`src/rtl/scan_seq_pkg.sv`:
```
package scan_seq_pkg;

    // Width of the position counter and of the multiplexer select
    localparam int unsigned SEQ_CNT_W = 7;
    localparam int unsigned SEQ_SEL_W = 4;
    localparam int unsigned SEQ_NUM_CH = 1 << SEQ_SEL_W;

    // Default value loaded into the counter at reset and on reload
    localparam logic [SEQ_CNT_W-1:0] SEQ_RELOAD_DEF = 7'h7F;

    // Scan control states
    typedef enum logic [1:0] {
        SEQ_ARMED = 2'd0,   // gate open, waiting for firmware start
        SEQ_RUN   = 2'd1,   // hardware stepping through channels
        SEQ_HALT  = 2'd2    // period complete, gate closed
    } seq_state_e;

    // Per-sample channel tag
    typedef struct packed {
        logic                 valid;
        logic [SEQ_SEL_W-1:0] chan;
    } seq_tag_t;

    // Select field taken from the counter
    function automatic logic [SEQ_SEL_W-1:0] sel_of(input logic [SEQ_CNT_W-1:0] cnt);
        return cnt[SEQ_SEL_W-1:0];
    endfunction

endpackage

```
`src/rtl/seq_edge_detect.sv`:
```
module seq_edge_detect #(
    parameter logic RESET_LEVEL = 1'b0
) (
    input  logic clk,
    input  logic rst,
    input  logic level_i,
    output logic rise_o
);

    logic level_q;

    always_ff @(posedge clk) begin
        if (rst) begin
            level_q <= RESET_LEVEL;
        end else begin
            level_q <= level_i;
        end
    end

    // One-cycle event on a low-to-high transition
    assign rise_o = level_i & ~level_q;

endmodule

```
`src/rtl/seq_chan_counter.sv`:
```
module seq_chan_counter
    import scan_seq_pkg::*;
#(
    parameter logic [SEQ_CNT_W-1:0] RELOAD_VAL = SEQ_RELOAD_DEF
) (
    input  logic                 clk,
    input  logic                 rst,
    input  logic                 load_i,
    input  logic                 dec_i,
    output logic [SEQ_SEL_W-1:0] sel_o,
    output logic                 at_zero_o
);

    logic [SEQ_CNT_W-1:0] cnt_q;

    always_ff @(posedge clk) begin
        if (rst || load_i) begin
            cnt_q <= RELOAD_VAL;
        end else if (dec_i) begin
            cnt_q <= cnt_q - 1'b1;
        end
    end

    assign sel_o     = sel_of(cnt_q);
    assign at_zero_o = (sel_of(cnt_q) == '0);

endmodule

```
`src/rtl/seq_ctrl.sv`:
```
module seq_ctrl
    import scan_seq_pkg::*;
(
    input  logic                 clk,
    input  logic                 rst,
    input  logic                 start_i,
    input  logic                 reload_i,
    input  logic                 acq_evt_i,
    input  logic [SEQ_SEL_W-1:0] sel_i,
    input  logic                 at_zero_i,
    output logic                 dec_o,
    output logic                 trig_o,
    output seq_tag_t             tag_o,
    output logic                 done_o
);

    seq_state_e state_q, state_d;
    logic       trig_q, trig_d;
    seq_tag_t   tag_q, tag_d;

    always_comb begin
        state_d = state_q;
        dec_o   = 1'b0;
        trig_d  = 1'b0;
        tag_d   = '0;
        if (reload_i) begin
            // Reload overrides everything, including a coincident edge
            state_d = SEQ_ARMED;
        end else begin
            unique case (state_q)
                SEQ_ARMED: begin
                    if (start_i) begin
                        trig_d  = 1'b1;
                        state_d = SEQ_RUN;
                    end
                end
                SEQ_RUN: begin
                    if (acq_evt_i) begin
                        tag_d.valid = 1'b1;
                        tag_d.chan  = sel_i;
                        if (at_zero_i) begin
                            // Last channel: close the gate, hold position
                            state_d = SEQ_HALT;
                        end else begin
                            dec_o  = 1'b1;
                            trig_d = 1'b1;
                        end
                    end
                end
                SEQ_HALT: begin
                    state_d = SEQ_HALT;
                end
                default: begin
                    state_d = SEQ_ARMED;
                end
            endcase
        end
    end

    always_ff @(posedge clk) begin
        if (rst) begin
            state_q <= SEQ_ARMED;
            trig_q  <= 1'b0;
            tag_q   <= '0;
        end else begin
            state_q <= state_d;
            trig_q  <= trig_d;
            tag_q   <= tag_d;
        end
    end

    assign trig_o = trig_q;
    assign tag_o  = tag_q;
    assign done_o = (state_q == SEQ_HALT);

endmodule

```
`src/rtl/scan_sequencer.sv`:
```
module scan_sequencer
    import scan_seq_pkg::*;
#(
    parameter logic [SEQ_CNT_W-1:0] RELOAD_VAL = SEQ_RELOAD_DEF
) (
    input  logic                 clk,
    input  logic                 rst,
    input  logic                 acq_done_i,
    input  logic                 fw_start_i,
    input  logic                 fw_reload_i,
    output logic [SEQ_SEL_W-1:0] chan_sel_o,
    output logic                 adc_trig_o,
    output logic [SEQ_SEL_W-1:0] tag_chan_o,
    output logic                 tag_valid_o,
    output logic                 period_done_o
);

    logic     acq_evt;
    logic     dec;
    logic     at_zero;
    seq_tag_t tag;

    seq_edge_detect #(
        .RESET_LEVEL(1'b0)
    ) u_acq_edge (
        .clk     (clk),
        .rst     (rst),
        .level_i (acq_done_i),
        .rise_o  (acq_evt)
    );

    seq_chan_counter #(
        .RELOAD_VAL(RELOAD_VAL)
    ) u_counter (
        .clk       (clk),
        .rst       (rst),
        .load_i    (fw_reload_i),
        .dec_i     (dec),
        .sel_o     (chan_sel_o),
        .at_zero_o (at_zero)
    );

    seq_ctrl u_ctrl (
        .clk       (clk),
        .rst       (rst),
        .start_i   (fw_start_i),
        .reload_i  (fw_reload_i),
        .acq_evt_i (acq_evt),
        .sel_i     (chan_sel_o),
        .at_zero_i (at_zero),
        .dec_o     (dec),
        .trig_o    (adc_trig_o),
        .tag_o     (tag),
        .done_o    (period_done_o)
    );

    assign tag_chan_o  = tag.chan;
    assign tag_valid_o = tag.valid;

endmodule

```
`config.mk`:
```
export PLATFORM = sky130hd
export DESIGN_NAME = scan_sequencer
export DESIGN_NICKNAME = d
export VERILOG_FILES = /design/src/rtl/scan_seq_pkg.sv /design/src/rtl/seq_edge_detect.sv /design/src/rtl/seq_chan_counter.sv /design/src/rtl/seq_ctrl.sv /design/src/rtl/scan_sequencer.sv
export SDC_FILE = /design/constraint.sdc
export NUM_CORES = 1
export LEC_CHECK = 0
export BUFFER_PORTS_ARGS = -buffer_cell sky130_fd_sc_hd__buf_2
export CORE_AREA = 10 10 47 49
export DETAILED_ROUTE_END_ITERATION = 12
export DIE_AREA = 0 0 57 59
export PLACE_DENSITY = 0.69
export SLEW_MARGIN = 15
export SYNTH_ARGS = -nofsm -noshare
export SYNTH_HDL_FRONTEND = slang
export SYNTH_HIERARCHICAL = 1
export SYNTH_SLANG_ARGS = --single-unit
```
`constraint.sdc`:
```
create_clock -name clk -period 4.4 [get_ports clk]
set_input_delay 0.66 -clock clk [delete_from_list [all_inputs] [get_ports clk]]
set_output_delay 0.66 -clock clk [all_outputs]
set_load 0.03 [all_outputs]
```
==> impl_metrics.yaml <==
drt:
  viasPerCell: 4.79
  wl_um: 1100
  drt-initial-drc-count: 5
  wl_per_cell_um: 12.1
  antenna_left: 0
  drt-pass1-iter-count: 4
  drc: 0
  num_vias: 436
worst_setup_path:
  crit_path_end_kind: "flip-flop"
  crit_chain: "inv_1, ha_1, nor3b_1, nor3_1, nor4b_4, mux2i_1"
  cp.depth: 6
  crit_required_ns: 4.61
  crit_family: "simple AND/OR/NAND/NOR gates"
  path_buf_inv: 1
  r2r_cells: 6
  crit_arrival_ns: 2.23
  cpPeakStageDelay_ns: 0.51
  start_kind: "flip-flop"
  cp_max_fo: 6
  path_class: "reg2reg"
  crit_path_top_delay_cell: "nor3_1"
  ff2ff_setup_slack_ns: 2.39
clock_network:
  cts_root_buf: "clkbuf_4"
  clkSinkCount: 13
  clockBufferDepth: 2
  cts_tree: "built"
  clk_pin_slew_ns: 0.09
  cts_resized: 0
  insertion_delay_ns: 0.28
  h-tree-depth: 1
  cts_buffers: 3
  postCtsSetupBuffers: 0
  holdBufCountCts: 0
cells_and_area:
  nNetsFinal: 86
  n_antenna_cell: 0
  drive_above_1_share_pct: 34.7
  area_growth_pct: 20.4
logic_synthesis:
  ys_types: 23
  synth_nets: 66
  netlist_area_um2: 594
  yosysWarnings: 6
  synth.avg_cell_area_um2: 10.6
  syn-instance-count: 56
  synth_seq_area_share_pct: 43.8
  synth-seq-cells: 13
status:
  outcome: "finished clean"
floorplanning:
  die_y_um: 59
  ios: 16
  fp.dieW_um: 57
  core_area_um2: 1400
  die-area_um2: 3360
  row_count: 14
  start_util_pct: 42.4
hold_path:
  min-delay-path-class: "reg2reg"
  hold_depth: 2
global_routing:
  grt_max_degree: 8
  grt_pass1_wl_um: 1750
  antenna_found_initial: 0
  grt_remaining_overflow: 0
  grt.total_usage_pct: 6.41
  grt_pass1_vias: 397
power:
  vdd_drop_max_mv: 0.114
  power_leakage_nw: 0.347
  total_power_uw: 221
  p_per_area_nw_per_um2: 309
sta:
  setup_viol: 0
  tns_ns: 0
  relSlewSlack_pct: 61.5
  period_share_pct: 45.8
  skew_ns: 0.00483
  hold_viol_final: 0
  rsz0062_at_grt: "no"
  worstMarginPinSlew_ns: 0.574
  fmax_ghz: 0.497
  report.final.slew_viol_count: 0
  period_needed_ns: 2.01
place:
  globalplace.congestion: 0.748
  hpwl_um: 875
  portBuffers: 15
run:
  cap_violations: 0
per-layer routing:
metal	vias to the layer above	GRT usage, %	share of wire (%)
li1	227	-	-
met4	0	3.02	0
met3	0	3.43	7.1
met5	-	0	0
met2	14	9.46	45
met1	195	7.43	48
tightest hold or removal path, cell delays in order, from the launching register on:
cell and delay, ns:
dfxtp_1 0.33, nand2_1 0.05, mux2i_1 0.06
stage by stage:
stage | instances | setup WS [ns] | hold WS, ns | instance area [um2] | utilization [%]
after global placement | 87 | 2.46 | 0.467 | 689 | 49.2
after CTS | 91 | 2.41 | 0.484 | 716 | 51.1
after detailed placement | 87 | 2.37 | 0.472 | 689 | 49.2
final | 91 | 2.39 | 0.482 | 716 | 51.1
after global routing | 91 | 2.22 | 0.493 | 716 | 51.1
after floorplan | 56 | 2.39 | 0.451 | 594 | -
cell usage after synthesis, drive strengths merged:
| master | count | area share (%) |
|---|---|---|
| dfxtp | 13 | 44 |
| nand2 | 7 | 4.8 |
| ha | 5 | 11 |
| and2 | 4 | 4.2 |
| inv | 4 | 2.5 |
| nor3 | 4 | 5.3 |
| mux2i | 3 | 5.1 |
| nor2b | 3 | 5.7 |
| a21oi | 2 | 2.3 |
| nor2 | 2 | 1.7 |
| nor3b | 2 | 2.5 |
| a2bb2oi | 1 | 1.5 |
| and3 | 1 | 1.3 |
| nor4b | 1 | 4.0 |
| o211ai | 1 | 1.3 |
| o21ai | 1 | 0.84 |
| or2b | 1 | 1.3 |
| xnor2 | 1 | 1.5 |
cells by family after synthesis:
family                   Yosys count  share of synthesized area, %
AO/OA/AOI/OAI                      5                          5.89
XOR/XNOR                           1                          1.47
adder cells (fa/ha/maj)            5                          10.5
AND/OR/NAND/NOR                   25                          30.7
flip-flops                        13                          43.8
buffers and inverters              4                          2.53
multiplexers                       3                          5.05
final timing paths:
path,end,start
worst min register to register,u_ctrl/state_q[1]$_SDFFE_PP0P_,u_ctrl/state_q[1]$_SDFFE_PP0P_
worst max-delay path,u_counter/cnt_q[3]$_SDFFE_PP1P_,u_counter/cnt_q[0]$_SDFFE_PP1P_
worst max register to register,u_counter/cnt_q[3]$_SDFFE_PP1P_,u_counter/cnt_q[0]$_SDFFE_PP1P_
worst min-delay path,u_ctrl/state_q[1]$_SDFFE_PP0P_,u_ctrl/state_q[1]$_SDFFE_PP0P_
power by group:
part | internal, mW | switching [mW]
clock network | 0.0351 | 0.0410
registers | 0.120 | 0.00155
logic | 0.00964 | 0.0135
placed cells by master (no fill, tap or decap):
cell       Yosys  layout
buf_2          0      15
dfxtp_1       13      13
nand2_1        6       6
ha_1           5       5
inv_1          4       4
and2_1         4       4
clkbuf_4       0       3
nor3_1         3       3
mux2i_1        3       3
nor2b_4        2       2
nor3b_1        2       2
clkbuf_1       0       1
nor2_1         1       1
or2b_1         1       1
o211ai_1       1       1
xnor2_1        1       1
nor4b_4        1       1
a21oi_1        1       1
and3_2         1       1
o21ai_0        1       1
nand2_2        1       1
nor2_2         1       1
nor2b_1        1       1
a21oi_2        1       1
nor3_4         1       1
a2bb2oi_1      1       1
cell type report:
| cell class | count | area [um2] |
|---|---|---|
| multi-input combinational | 39 | 319 |
| timing repair buffer | 15 | 75.1 |
| inverter | 4 | 15.0 |
| fill | 135 | 686 |
| sequential | 13 | 260 |
| tap | 16 | 20.0 |
| clock buffer | 4 | 26.3 |
flip-flops by register name, summed over array words and instances, names as in the netlist:
| register | count |
|---|---|
| u_acq_edge/level_q | 1 |
| u_counter/cnt_q | 4 |
| u_ctrl/state_q | 2 |
| u_ctrl/tag_o | 5 |
| u_ctrl/trig_o | 1 |
No activity file was read; power rests on OpenSTA's default activity.
